## src/rtl/fp_csr_unit.sv

```systemverilog
module fp_csr_unit #(
  parameter int XLEN = 32,
  parameter int FLEN = 64,
  parameter int AW   = 12,
  parameter logic [AW-1:0] A_FLG = 12'h001,
  parameter logic [AW-1:0] A_RM  = 12'h002,
  parameter logic [AW-1:0] A_ALL = 12'h003
) (
  input  logic            clk,
  input  logic            rst_n,
  input  logic            misa_f_i,
  input  logic            misa_d_i,
  input  logic [1:0]      mstatus_fs_i,
  input  logic            finx_en_i,
  input  logic            csr_req_i,
  input  logic            csr_we_i,
  input  logic [AW-1:0]   csr_addr_i,
  input  logic [XLEN-1:0] csr_wdata_i,
  input  logic            acc_valid_i,
  input  logic [4:0]      acc_flags_i,
  output logic            rsp_valid_o,
  output logic            rsp_illegal_o,
  output logic [XLEN-1:0] rsp_rdata_o,
  output logic [2:0]      frm_o,
  output logic            fs_dirty_o,
  output logic            sp_en_o,
  output logic            dp_en_o
);
  localparam int FW = 5;
  localparam int RW = 3;
  localparam logic DP_OK = (FLEN >= 64);

  logic [FW-1:0] flg_q, flg_mid, flg_nxt;
  logic [RW-1:0] rm_q, rm_nxt;
  logic sel_flg, sel_rm, sel_all, hit, legal, wr, acc_nz;
  logic [XLEN-1:0] rd_nxt;

  assign sp_en_o = misa_f_i & (mstatus_fs_i != 2'b00);
  assign dp_en_o = sp_en_o & misa_d_i & DP_OK;
  assign legal   = sp_en_o | finx_en_i;

  assign sel_flg = csr_addr_i == A_FLG;
  assign sel_rm  = csr_addr_i == A_RM;
  assign sel_all = csr_addr_i == A_ALL;
  assign hit     = csr_req_i & (sel_flg | sel_rm | sel_all);
  assign wr      = hit & legal & csr_we_i;
  assign acc_nz  = acc_valid_i & (|acc_flags_i);

  assign flg_mid = (wr & (sel_flg | sel_all)) ? csr_wdata_i[FW-1:0] : flg_q;
  assign flg_nxt = flg_mid | (acc_valid_i ? acc_flags_i : '0);

  always_comb begin
    rm_nxt = rm_q;
    if (wr & sel_rm)  rm_nxt = csr_wdata_i[RW-1:0];
    if (wr & sel_all) rm_nxt = csr_wdata_i[FW+RW-1:FW];
  end

  always_comb begin
    rd_nxt = '0;
    if (hit & legal) begin
      if (sel_flg)      rd_nxt[FW-1:0]      = flg_nxt;
      else if (sel_rm)  rd_nxt[RW-1:0]      = rm_nxt;
      else              rd_nxt[FW+RW-1:0]   = {rm_nxt, flg_nxt};
    end
  end

  always_ff @(posedge clk) begin
    if (!rst_n) begin
      flg_q         <= '0;
      rm_q          <= '0;
      rsp_valid_o   <= 1'b0;
      rsp_illegal_o <= 1'b0;
      rsp_rdata_o   <= '0;
      fs_dirty_o    <= 1'b0;
    end else begin
      flg_q         <= flg_nxt;
      rm_q          <= rm_nxt;
      rsp_valid_o   <= hit;
      rsp_illegal_o <= hit & ~legal;
      rsp_rdata_o   <= rd_nxt;
      fs_dirty_o    <= wr | acc_nz;
    end
  end

  assign frm_o = rm_q;


  flg_write_keeps_rm_chk: assert property (@(posedge clk) disable iff (!rst_n)
    (csr_req_i && csr_we_i && csr_addr_i == A_FLG) |=> $stable(frm_o));


  rm_write_keeps_flg_chk: assert property (@(posedge clk) disable iff (!rst_n)
    (csr_req_i && csr_we_i && csr_addr_i == A_RM && !acc_valid_i) |=> $stable(flg_q));


  illegal_no_effect_chk: assert property (@(posedge clk) disable iff (!rst_n)
    (csr_req_i && !sp_en_o && !finx_en_i && !acc_valid_i) |=> ($stable(flg_q) && $stable(frm_o)));


  illegal_zero_data_chk: assert property (@(posedge clk) disable iff (!rst_n)
    rsp_illegal_o |-> (rsp_valid_o && rsp_rdata_o == '0));


  accrue_sticky_chk: assert property (@(posedge clk) disable iff (!rst_n)
    acc_valid_i |=> ((flg_q & $past(acc_flags_i)) == $past(acc_flags_i)));


  dirty_on_accrue_chk: assert property (@(posedge clk) disable iff (!rst_n)
    (acc_valid_i && acc_flags_i != '0) |=> fs_dirty_o);


  dp_needs_sp_chk: assert property (@(posedge clk) disable iff (!rst_n)
    dp_en_o |-> sp_en_o);
endmodule

```

## config.mk

```make
export PLATFORM = sky130hd
export DESIGN_NAME = fp_csr_unit
export DESIGN_NICKNAME = d
export VERILOG_FILES = /design/src/rtl/fp_csr_unit.sv
export SDC_FILE = /design/constraint.sdc
export NUM_CORES = 1
export LEC_CHECK = 0
export BUFFER_PORTS_ARGS = -buffer_cell sky130_fd_sc_hd__buf_2
export CORE_MARGIN = 1.5
export CORE_UTILIZATION = 39
export DETAILED_ROUTE_END_ITERATION = 6
export PLACE_DENSITY = 0.84
export SYNTH_ARGS = -nofsm -noshare
export SYNTH_HDL_FRONTEND = slang
export SYNTH_SLANG_ARGS = --single-unit
```

## constraint.sdc

```tcl
create_clock -name clk -period 2.8 [get_ports clk]
set_clock_uncertainty 0.2 [all_clocks]
set_input_delay 0.14 -clock clk [delete_from_list [all_inputs] [get_ports clk]]
set_output_delay 0.14 -clock clk [all_outputs]
set_load 0.01 [all_outputs]
```

== Yosys cells after proc, flatten, opt, wreduce, memory -nomap -nowiden ==
Cells that the tools add are included.
Cells by class
  add/sub/neg operators: 0
  $mul: 0
  divide/modulo/power cells: 0
  $lt $le $gt $ge: 0
  eq/ne operators: 3
  shift-type cells: 0
  multiplexer cells: 7
  bitwise operators: 19
  reductions and logical operators: 4
Operators by type and width (number)
  $eq 12x2->1 const B: 2
  $mux 5: 4
  $eq 12x1->1 const B: 1
  $and 1x1->1: 10
  $mux 3: 3
  $or 1x1->1: 5
  $or 5x5->5: 1
  $reduce_or 5->1: 1
  $reduce_or 4->1: 1
  $not 1->1: 3
  $reduce_and 2->1: 1
  $reduce_bool 2->1: 1
Storage, ports and cells
  bits in registers: 43
  bits in latches: 0
  RAM bits: 0
  bits in read-only memories: 0
  input port bits: 59
  logic and storage cells: 41
  memories: 0

== Logic depth before layout (Yosys ltp) ==
Gate-level depths: netlist of the first run.
  depth in word-level cells: 11
  depth in mapped cells: 5
  mapped depth without buffers: 5

== Worst setup path before layout of the first run ==
OpenSTA, ideal clock, no wires.
  kind: input to register
  from: input port mstatus_fs_i[1]
  to: register rsp_rdata_o[0]
  setup time: 0.117 ns
  arrival: 1.300 ns
  slack: 1.183 ns
  stages: 5
  buffers on the path: 0
  cells stage by stage: o21a_1 o211ai_1 nor2_2 a221o_1 a32o_1
Between the ends
  longest elaborated chain between the ends: 10
Ends and longest elaborated chain
  start, declared: RTL line 13  | input logic [1:0] mstatus_fs_i,
  $reduce_bool 2->1 (*): RTL line 38  | assign sp_en_o = misa_f_i & (mstatus_fs_i != 2'b00);
  $and 1x1->1 (*): RTL line 38
  $or 1x1->1 (*): RTL line 40  | assign legal = sp_en_o | finx_en_i;
  $and 1x1->1 (*): RTL line 46, 60
  $and 1x1->1: RTL line 46  | assign wr = hit & legal & csr_we_i;
  $and 1x1->1 (on tied branches): RTL line 49, 54
  $mux 5 or $mux 3 (tied branches): RTL line 49, 54
  $or 5x5->5 or $mux 3 (tied branches): RTL line 50, 55
  $mux 3: RTL line 62  | else if (sel_rm) rd_nxt[RW-1:0] = rm_nxt;
  $mux 5: RTL line 61  | if (sel_flg) rd_nxt[FW-1:0] = flg_nxt;
  end signal, assigned: RTL line 80  | rsp_rdata_o <= rd_nxt;
  end, declared: RTL line 23  | output logic [XLEN-1:0] rsp_rdata_o,
Mark *: on every way between the ends. The rest lies on a longest branch, timed or not.
A chain may end at the register's enable or synchronous reset.

== Final worst setup path of the first run ==
  from: input port csr_we_i
  to: register rsp_rdata_o[4]
Between the ends
  longest elaborated chain between the ends: 6
Ends and longest elaborated chain
  start, declared: RTL line 16  | input logic csr_we_i,
  $and 1x1->1 (*): RTL line 46
  $and 1x1->1 (*): RTL line 49  | assign flg_mid = (wr & (sel_flg | sel_all)) ? csr_wdata_i[FW-1:0] : flg_q;
  $mux 5 (*): RTL line 49
  $or 5x5->5 (*): RTL line 50  | assign flg_nxt = flg_mid | (acc_valid_i ? acc_flags_i : '0);
  $mux 5: RTL line 62
  $mux 5 (*): RTL line 61
Marks and branches as above.

==> results.txt, run 1 <==
----------------------------------------------------
[Critical path]
  Worst reg2reg path startpoint ... flg_q[4]
  Worst endpoint data arrival time ... 2.24 ns
  Most used cell along the critical path ... dlygate4sd3_1
  Path type of the worst setup path ... input pin to flip-flop
  Required time at the worst-slack endpoint ... 2.80 ns
  Critical path peak fanout ... 6
  Count of buffering cells on the critical path with inverters included ... 3
  Category of cells accounting for the largest share of critical-path delay ... buffers and inverters
  Critical Path Max Stage Delay ... 0.55 ns
  Kind of end point of the critical path ... flip-flop
  Critical-path cell list ... dlygate4sd3_1 -> buf_2 -> o211ai_1 -> nor2_2 -> mux2i_1 -> a21oi_1 -> dlygate4sd3_1
  Slowest cell on the critical path ... dlygate4sd3_1
  Kind of start point of the critical path ... input pin
  Launching element of the worst setup path ... csr_we_i

[Die]
  X dimension of the die ... 55.4 um
  Total I/O pin count ... 99
  Height of the chip ... 55.4 um
  Site row count ... 18
  Die Footprint ... 3070 um2
  Initial core utilization ... 42.0%
  Area of the core region ... 2540 um2

[Detailed routing]
  Vias post-DR ... 995
  Count of TritonRoute iterations in the first routing pass ... 4
  DRC errors left ... 0
  Vias per cell ... 4.74
  Initial drt markers ... 23
  Antenna Violating Nets Remaining ... 0
  Drt wl/cell ... 12.0 um
  Final WL ... 2520 um

[Flow run]
  Number of max-cap violations ... 0

[Hold path]
  Hold_sp ... csr_addr_i[0]
  Min-Delay Path Class ... input pin to flip-flop

[Power]
  P_leak ... 0.669 nW
  Worst supply voltage drop on vdd ... 213 uV
  Power density of the placed cells ... 369 nW/um2
  Overall power consumption ... 523 uW

[Final layout]
  Filler Cell Count ... 257
  Ratio of cells with drive above 1 in the final layout ... 38.9%
  Area overhead of the layout relative to synthesis ... 32.4%
  Post-Layout Inst Area ... 1420 um2
  Number of standard cells in the final layout excluding fillers ... 210
  Number of inserted diodes ... 0
  Sequential cell area ... 380 um2
  Net total in the final layout ... 240
  Share of the core filled with cells in the final layout ... 55.7%
  Area used by multi-input combinational logic ... 578 um2

[Clock network]
  Sinks on Clock Net ... 19
  Insertion delay to the later sink of the worst-skew pair ... 0.30 ns
  Deepest clock path buffer count ... 2
  Number of clock buffers inserted by TritonCTS ... 3
  CTS tree ... yes
  CTS root buf ... clkbuf_4
  H-Tree Level Count ... 1
  Clock Pin Slew Worst Setup and Hold Paths ... 0.11 ns

[GRT]
  Number of antenna violations at the first check in global routing ... 0
  Wire length of the first global-routing pass ... 4110 um
  Maximum number of pins on one net before global-route repair ... 11
  Total grt overflow ... 0
  Via count of the first global-routing pass ... 953
  GRT Total Usage ... 16.5%

[Synthesis]
  Post-synth cell types ... 31
  Portion of synthesized cell area occupied by the leading cell type ... 35.6%
  Total of warnings raised by yosys ... 0
  Syn Area/Cell ... 9.38 um2
  Combined area of all synthesized cells ... 1070 um2
  Post-Syn Instances ... 114
  Ranking of synthesized cells by area ... dfxtp_1 36%, buf_4 17%, mux2i_1 4.7%, nor2_1 3.5%, mux2_2 3.2%
  Total of flip-flops plus latches after synthesis ... 19
  Synth area leader ... dfxtp_1
  Sequential cell area fraction in the yosys report ... 35.6%

[Placement]
  Cell total after placement ... 192
  Global placement routability congestion ... 0.830
  Detailed placer's ending HPWL ... 1900 um
  Area after DPL ... 1250 um2
  Port bufs ... 50

[Timing]
  Number of max-slew violations in the final report ... 0
  Hold Vio Cnt, Final ... 0
  Setup TNS ... 0 ns
  Peak clock frequency supported by timing ... 0.446 GHz
  RSZ-0062 raised after global routing ... false
  Post-layout min period ... 2.24 ns
  Number of setup violations in the final report ... 0
  Final worst-path cycle share ... 80.1%

[Run status]
  Run status ... finished clean

----------------------------------------------------
## synthesized netlist by cell type
cell type   n
and2_1      4
dfxtp_1    19
nor3_1      3
nor4_1      3
nor3_2      1
or3_2       1
or2b_2      3
nor4b_4     1
nand4_1     1
nor4_2      1
mux2i_1     5
nor3b_1     1
a221o_1     3
o21a_1      4
or2_2       4
or4_1       1
nor2_1     10
buf_4      24
a32o_1      3
clkbuf_8    1
mux2_2      3
nand3_1     2
nand2_1     4
nand3_2     1
o211ai_1    1
o21ai_0     1
a21oi_1     5
clkinv_1    1
conb_1      1
nor3b_2     1
nor2_2      1
## final timing paths
path / endpoint / slack, ns / cells past startpoint
setup reg to reg: rsp_rdata_o[4] / 1.33 / 3
setup / recovery: rsp_rdata_o[4] / 0.56 / 7
hold reg to reg: frm_o[2] / 0.37 / 2
hold / removal: rsp_rdata_o[6] / 0.02 / 3
## state kept, by name, indices dropped and copies added, names as in the netlist
name           count
frm_o              3
rsp_rdata_o        8
flg_q              5
fs_dirty_o         1
rsp_illegal_o      1
rsp_valid_o        1
## through the flow
| stage | hold WS (ns) | setup slack, ns |
|---|---|---|
| after CTS | 0.0165 | 0.611 |
| final | 0.0152 | 0.557 |
| after floorplan | 0.0617 | 1.18 |
| after detailed placement | 0.223 | 0.933 |
| after global routing | 0.0224 | 0.505 |
| after global placement | 0.217 | 0.987 |
## kinds of logic (layout without fill, tap and decap cells)
kind of cell / Yosys count / count (layout) / share of synthesized area [%]
buf+inv: 26 / 69 / 18.5
compound gates: 17 / 17 / 11.9
mux: 8 / 8 / 7.84
other cells: 1 / 24 / 0.351
flops: 19 / 19 / 35.6
simple gates: 43 / 43 / 25.8
## report_power, final
part / switching [mW] / internal, mW
combinational: 0.0534 / 0.0482
sequential: 0.00146 / 0.276
clock: 0.0887 / 0.0555
## repair_timing
action                                 4_1_cts  5_1_grt
hold buffers                                14        0
setup buffers                                0        0
endpoints found under the hold margin       12        0
gates resized for setup                      0        0
## worst reg2reg max path, stage by stage (launching register included)
cell and delay (ns):
dfxtp_1 0.32, mux2i_1 0.19, a21oi_1 0.11, dlygate4sd3_1 0.55
## layer usage
metal	wire, um	up-vias	track usage [%]
met2	1290	53	30.3
met3	185	6	3.98
met4	31	0	6.27
li1	-	485	-
met1	1010	451	18.1
met5	0	-	0
## layout make-up
cell class / count / share of cell area [%]
multi-input cells: 92 / 40.8
repair buffers: 64 / 27.6
flip-flops and latches: 19 / 26.9
well taps: 30 / 2.65
clock buffers: 4 / 1.86
inverters: 1 / 0.265
## cell usage in the layout (no fill, tap or decap), drive strengths merged, types with 5 or more instances in the layout
cell type,netlist,final
a21oi,5,5
mux2i,5,5
buf,24,50
dlygate4sd3,0,14
nor2,11,11
conb,1,24
dfxtp,19,19
Power figures use the tool's default switching activity.
==> inputs of run 2 (changes only) <==
ABC_AREA = 1   (was unset)
CORE_UTILIZATION = 34   (was 39)
PLACE_DENSITY = 0.75   (was 0.84)
clock period = 2 ns   (was 2.8 ns; I/O delays follow)
==> results.txt, run 2 <==
----------------------------------------------------
[Hold path]
  Hold_sp ... csr_req_i
  Min-Delay Path Class ... input pin to flip-flop

[Synthesis]
  Top-count cell post-synth ... nand2_1
  Combined area of all synthesized cells ... 1170 um2 (+9.6%)
  Share of synthesized flip-flops with an asynchronous set or reset ... 0% (unchanged)
  Post-Syn Instances ... 155 (+36%)
  EDFF count, synth ... 0 (unchanged)
  Syn Area/Cell ... 7.56 um2 (-19%)
  Ranking of synthesized cells by area ... dfxtp_1 32%, buf_4 15%, nand2_1 13%, inv_1 5.1%, nor2_1 3.5%
  Total of warnings raised by yosys ... 0 (unchanged)
  List of most frequent post-synthesis cells ... 41 x nand2_1, 24 x buf_4, 19 x dfxtp_1, 16 x inv_1, 11 x nor2_1
  Sequential cell area fraction in the yosys report ... 32.4% (-3.1 points)
  Total of flip-flops plus latches after synthesis ... 19 (unchanged)
  Most frequently used flop master after synthesis ... dfxtp_1
  Post-synth cell types ... 27 (-13%)
  Synth area leader ... dfxtp_1
  Portion of synthesized cell area occupied by the leading cell type ... 32.4% (-3.1 points)

[Detailed routing]
  Count of TritonRoute iterations in the first routing pass ... 6 (+2)
  Drt wl/cell ... 9.56 um (-20%)
  DRC errors left ... 0 (unchanged)
  Final WL ... 2590 um (+2.9%)
  Vias post-DR ... 1145 (+15%)
  Antenna Violating Nets Remaining ... 0 (unchanged)
  Vias per cell ... 4.23 (-11%)
  Initial drt markers ... 47 (+100%)

[Die]
  Total I/O pin count ... 99 (unchanged)
  Site row count ... 21 (+3)
  X dimension of the die ... 61.7 um (+11%)
  Area of the core region ... 3310 um2 (+30%)
  Die Footprint ... 3810 um2 (+24%)
  Initial core utilization ... 35.4% (-6.6 points)
  Height of the chip ... 61.7 um (+11%)

[Clock network]
  CTS tree ... yes
  Clock Pin Slew Worst Setup and Hold Paths ... 0.10 ns (about the same)
  Sinks on Clock Net ... 19 (unchanged)
  Number of clock buffers inserted by TritonCTS ... 3 (unchanged)
  Deepest clock path buffer count ... 2 (unchanged)
  Buffers inserted by post-CTS timing repair ... 0 (unchanged)
  CTS root buf ... clkbuf_4
  H-Tree Level Count ... 1 (unchanged)
  Insertion delay to the later sink of the worst-skew pair ... 0.29 ns (about the same)

[Final layout]
  Net total in the final layout ... 285 (+19%)
  Ratio of cells with drive above 1 in the final layout ... 34.7% (-4.2 points)
  Filler Cell Count ... 331 (+29%)
  Largest register by flop count ... rsp_rdata_o
  Number of inserted diodes ... 0 (unchanged)
  Largest register FFs ... 8 (unchanged)
  Leading cell types in the layout, fill and taps excluded ... 50 x buf_2, 41 x nand2_1, 24 x conb_1
  Most common cell after layout, fill and taps aside ... buf_2
  Area overhead of the layout relative to synthesis ... 34.8%

[Critical path]
  Category of cells accounting for the largest share of critical-path delay ... buffers and inverters
  Critical path peak fanout ... 10 (+4)
  Worst reg2reg path startpoint ... flg_q[4]
  Count of buffering cells on the critical path with inverters included ... 5 (+2)
  Critical-path cell list ... buf_2 -> inv_2 -> nand2_1 -> nor2_2 -> o21ai_4 -> nor2_8 -> nand3_4 -> clkinv_1 -> nand2_1 -> nand3_1 -> dlygate4sd3_1 -> nand2_1 -> inv_1
  Path type of the worst setup path ... input pin to flip-flop
  Most used cell along the critical path ... nand2_1
  Kind of end point of the critical path ... flip-flop
  Required time at the worst-slack endpoint ... 2.01 ns (-0.79 ns)
  Critical Path Max Stage Delay ... 0.58 ns (+0.03 ns)
  Kind of start point of the critical path ... input pin
  Worst endpoint data arrival time ... 1.82 ns (-0.42 ns)
  Launching element of the worst setup path ... csr_addr_i[2]
  Slowest cell on the critical path ... dlygate4sd3_1

[Power]
  Power density of the placed cells ... 459 nW/um2 (+24%)
  Worst supply voltage drop on vdd ... 151 uV (-29%)
  P_leak ... 0.890 nW (+33%)

[GRT]
  Total grt overflow ... 0 (unchanged)
  Maximum number of pins on one net before global-route repair ... 11 (unchanged)
  Via count of the first global-routing pass ... 1037 (+8.8%)
  Wire length of the first global-routing pass ... 3960 um (-3.7%)
  Number of antenna violations at the first check in global routing ... 0 (unchanged)
  GRT Total Usage ... 14.1% (-2.4 points)

[Timing]
  Post-Route Hold Slack ... 0.0274 ns (+0.0122 ns)
  Number of setup violations in the final report ... 0 (unchanged)
  Peak clock frequency supported by timing ... 0.551 GHz
  Post-layout min period ... 1.82 ns
  Final worst-path cycle share ... 90.8%
  RSZ-0062 raised after global routing ... false
  Number of max-slew violations in the final report ... 0 (unchanged)
  Hold Vio Cnt, Final ... 0 (unchanged)
  Setup TNS ... 0 ns (unchanged)

[Placement]
  Port bufs ... 50 (unchanged)
  Global placement routability congestion ... 0.932 (+12%)
  Detailed placer's ending HPWL ... 1870 um (-1.8%)

[Run status]
  Run status ... finished clean

[Flow run]
  Number of max-cap violations ... 0 (unchanged)

----------------------------------------------------
run 2: cell families after synthesis:
group | Yosys count | synth area share, %
other cells | 1 | 0.320
simple gates | 83 | 40.5
compound gates | 6 | 4.37
flops | 19 | 32.4
buf+inv | 46 | 22.4
run 2: worst paths after layout:
kind	endpoint	slack, ns	cells past startpoint
max	flg_q[3]	0.18	13
min	rsp_valid_o	0.03	3
max reg2reg	flg_q[4]	0.59	5
min reg2reg	flg_q[1]	0.37	4
run 2: layout make-up:
cell class | instances | area [um2] | share of cell area (%)
multi-input combinational | 113 | 616 | 39.0
timing repair buffer | 67 | 418 | 26.4
sequential | 19 | 380 | 24.1
inverter | 22 | 82.6 | 5.23
tap | 46 | 57.6 | 3.64
clock buffer | 4 | 26.3 | 1.66
run 2: stage by stage:
step           total power, mW  util, %  cells  instance area [um2]  setup WS, ns
4_1_cts                  0.725     47.7    271                 1580         0.197
6_report                 0.725     47.7    271                 1580         0.184
3_3_place_gp             0.509     42.1    251                 1390         0.388
3_5_place_dp             0.511     42.1    251                 1390         0.359
5_1_grt                  0.765     47.7    271                 1580       0.00888
2_1_floorplan            0.495        -    178                 1260         0.595
run 2: worst reg2reg max path: stages (launching register included):
cell and delay [ns]:
dfxtp_1 0.31, nand2_1 0.06, nand3_1 0.07, dlygate4sd3_1 0.58
nand2_1 0.07, inv_1 0.04
run 2: power breakdown:
group,internal (mW),switching (mW),total [mW]
clock,0.0777,0.115,0.192
sequential,0.386,0.00172,0.388
combinational,0.0650,0.0799,0.145
total,0.529,0.196,0.725
run 2: layer usage:
metal / global-route usage [%] / up-vias / wire length, um / share of wire, %
met4: 10.3 / 0 / 108 / 4.2
li1: - / 578 / - / -
met3: 1.45 / 16 / 199 / 7.7
met1: 14.0 / 478 / 1000 / 39
met2: 26.8 / 73 / 1280 / 49
met5: 0 / - / 0 / 0
run 2: repair_timing:
action	in CTS	in global routing
endpoints found under the setup margin	0	2
hold buffers	16	0
endpoints found under the hold margin	18	0
resized for setup	0	1
==> inputs of run 3 (changes only) <==
PLACE_DENSITY = 0.73   (was 0.75)
==> results.txt, run 3 (synthesis gave the netlist of run 2 again) <==
----------------------------------------------------
[Run status]
  Run status ... finished clean

[Power]
  Switching power summed over all nets ... 197 uW (+0.13%)
  Worst supply voltage drop on vdd ... 192 uV (+27%)
  Clock share of power ... 26.5% (about the same)
  Part of the total power dissipated in combinational logic ... 19.6% (-0.4 points)
  P_leak ... 0.887 nW (-0.26%)
  Power density of the placed cells ... 458 nW/um2 (-0.26%)
  Cell-internal power ... 524 uW (-0.95%)
  Fraction of power spent switching nets ... 27.3% (+0.21 points)
  Overall power consumption ... 720 uW (-0.66%)
  Flop pwr share ... 53.9% (+0.4 points)

[Clock network]
  CTS root buf ... clkbuf_4
  Deepest clock path buffer count ... 2 (unchanged)
  Insertion delay to the later sink of the worst-skew pair ... 0.30 ns (about the same)
  Number of clock buffers inserted by TritonCTS ... 3 (unchanged)
  H-Tree Level Count ... 1 (unchanged)
  Sinks on Clock Net ... 19 (unchanged)
  Clock Pin Slew Worst Setup and Hold Paths ... 0.12 ns (+0.02 ns)
  CTS tree ... yes

[Placement]
  Cell total after placement ... 250 (-0.40%)
  Detailed placer's ending HPWL ... 1770 um (-5.2%)
  Global placement routability congestion ... 0.894 (-4.1%)
  Port bufs ... 50 (unchanged)
  Area after DPL ... 1390 um2 (-0.54%)

[Timing]
  RSZ-0062 raised after global routing ... false
  Number of max-slew violations in the final report ... 0 (unchanged)
  Relative slew slack ... 61.3%
  Number of setup violations in the final report ... 0 (unchanged)
  Pin slew with the least headroom to its limit ... 0.577 ns
  Setup TNS ... 0 ns (unchanged)
  Peak clock frequency supported by timing ... 0.542 GHz (-1.5%)
  Post-layout min period ... 1.84 ns (+0.0283 ns)
  Post-Route Hold Slack ... 0.00682 ns (-0.0206 ns)
  Hold Vio Cnt, Final ... 0 (unchanged)
  Final worst-path cycle share ... 92.2% (+1.4 points)

[Final layout]
  Most common cell after layout, fill and taps aside ... buf_2
  Filler Cell Count ... 351 (+6.0%)
  Largest register by flop count ... rsp_rdata_o
  Net total in the final layout ... 284 (-0.35%)
  Post-Layout Inst Area ... 1570 um2 (-0.40%)
  Ratio of cells with drive above 1 in the final layout ... 34.8% (+0.15 points)
  Leading cell types in the layout, fill and taps excluded ... 50 x buf_2, 41 x nand2_1, 24 x conb_1
  Number of standard cells in the final layout excluding fillers ... 270 (-0.37%)
  Number of inserted diodes ... 0 (unchanged)
  Largest register FFs ... 8 (unchanged)
  Area overhead of the layout relative to synthesis ... 34.3%

[Hold path]
  Terminating pin of the worst hold path ... flg_q[2]
  Hold_sp ... csr_wdata_i[2]
  Min-Delay Path Class ... input pin to flip-flop
  Number of cells on the worst hold path ... 5 (+2)

[GRT]
  Number of antenna violations at the first check in global routing ... 0 (unchanged)
  Maximum number of pins on one net before global-route repair ... 12 (+1)
  Total grt overflow ... 0 (unchanged)
  Wire length of the first global-routing pass ... 3770 um (-4.9%)
  Via count of the first global-routing pass ... 938 (-9.5%)
  GRT Total Usage ... 13.2% (-0.95 points)

[Die]
  Height of the chip ... 61.7 um (unchanged)
  Site row count ... 21 (unchanged)
  Area of the core region ... 3310 um2 (unchanged)
  Initial core utilization ... 35.4% (unchanged)
  X dimension of the die ... 61.7 um (unchanged)
  Die Footprint ... 3810 um2 (unchanged)
  Total I/O pin count ... 99 (unchanged)

[Critical path]
  Path type of the worst setup path ... input pin to flip-flop
  Category of cells accounting for the largest share of critical-path delay ... simple AND/OR/NAND/NOR gates
  Kind of end point of the critical path ... flip-flop
  Required time at the worst-slack endpoint ... 1.99 ns (-0.02 ns)
  Count of buffering cells on the critical path with inverters included ... 3 (-2)
  Critical path peak fanout ... 10 (unchanged)
  Worst reg2reg path startpoint ... flg_q[4]
  Worst endpoint data arrival time ... 1.84 ns (+0.02 ns)
  End of the worst register-to-register path ... rsp_rdata_o[4]
  Most used cell along the critical path ... nand2_1
  Critical-path cell list ... buf_2 -> nor2_1 -> nand2_1 -> nor2_4 -> o21ai_4 -> nor2_8 -> nand3_4 -> nand2_1 -> nand3_1 -> dlygate4sd3_1 -> nand2_1 -> inv_1
  Critical Path Max Stage Delay ... 0.58 ns (about the same)
  Worst setup slack for register-to-register paths ... 0.57 ns (-0.02 ns)
  Kind of start point of the critical path ... input pin
  Reg2reg path depth ... 5 (unchanged)
  Slowest cell on the critical path ... dlygate4sd3_1

[Detailed routing]
  Drt wl/cell ... 8.93 um (-6.6%)
  Initial drt markers ... 33 (-30%)
  Antenna Violating Nets Remaining ... 0 (unchanged)
  Vias per cell ... 4.08 (-3.4%)
  Vias post-DR ... 1102 (-3.8%)
  DRC errors left ... 0 (unchanged)
  Count of TritonRoute iterations in the first routing pass ... 4 (-2)
  Final WL ... 2410 um (-6.9%)

[Flow run]
  Number of max-cap violations ... 0 (unchanged)

----------------------------------------------------
-- run 3: cell count changes in the layout (fill, tap and decap cells not counted), sizes merged --
cell | previous run | this run
buf | 51 | 50
clkinv | 1 | 2
clkbuf | 4 | 3
-- run 3: power groups by stage --
stage / Sequential [mW] / Combinational [mW] / Clock, mW
global placement: 0.396 / 0.111 / 0
floorplan: 0.397 / 0.0982 / 0
global route: 0.389 / 0.160 / 0.214
detailed placement: 0.397 / 0.112 / 0
finish: 0.388 / 0.141 / 0.191
CTS: 0.388 / 0.138 / 0.193
-- run 3: how the worst max path moves through the flow --
stage                     from             end  slack [ns]  depth (start not counted)
4_1_cts          csr_addr_i[9]  rsp_rdata_o[3]        0.19                         12
5_1_grt          csr_addr_i[7]        flg_q[4]       0.006                         13
3_5_place_dp     csr_addr_i[9]        frm_o[2]        0.35                         11
3_3_place_gp   mstatus_fs_i[1]        frm_o[2]        0.35                          8
2_1_floorplan    csr_addr_i[9]        frm_o[0]        0.59                         10
6_report        csr_addr_i[11]  rsp_rdata_o[4]        0.16                         12
-- run 3: timing repair --
item                                    4_1_cts  5_1_grt
hold endpoints to repair                     18        0
setup buffers                                 0        0
endpoints found under the setup margin        0        2
hold buffers                                 16        0
gates resized for setup                       0        1
-- run 3: final cells by class --
type,count,area [um2],area share (%)
well taps,46,57.6,3.66
flip-flops and latches,19,380,24.2
inverters,22,82.6,5.25
clock inverters,1,5.00,0.318
multi-input cells,113,616,39.1
clock buffers,3,22.5,1.43
repair buffers,66,410,26.1
-- run 3: metrics by stage --
step	utilization (%)	setup slack, ns
2_1_floorplan	-	0.595
3_3_place_gp	41.9	0.355
3_5_place_dp	41.9	0.345
4_1_cts	47.5	0.192
5_1_grt	47.5	0.00586
6_report	47.5	0.155
-- run 3: layer usage --
| layer | GRT usage (%) | vias up | part of all wire (%) |
|---|---|---|---|
| met4 | 6.38 | 0 | 1.9 |
| li1 | - | 575 | - |
| met1 | 15.6 | 468 | 41 |
| met3 | 0.828 | 4 | 7.2 |
| met5 | 0 | - | 0 |
| met2 | 23.9 | 55 | 50 |
-- run 3: tightest hold or removal path, stage by stage --
cell and delay [ns]:
buf_2 0.09, nand4_1 0.08, nand3_1 0.12, nand2_1 0.05, inv_1 0.04
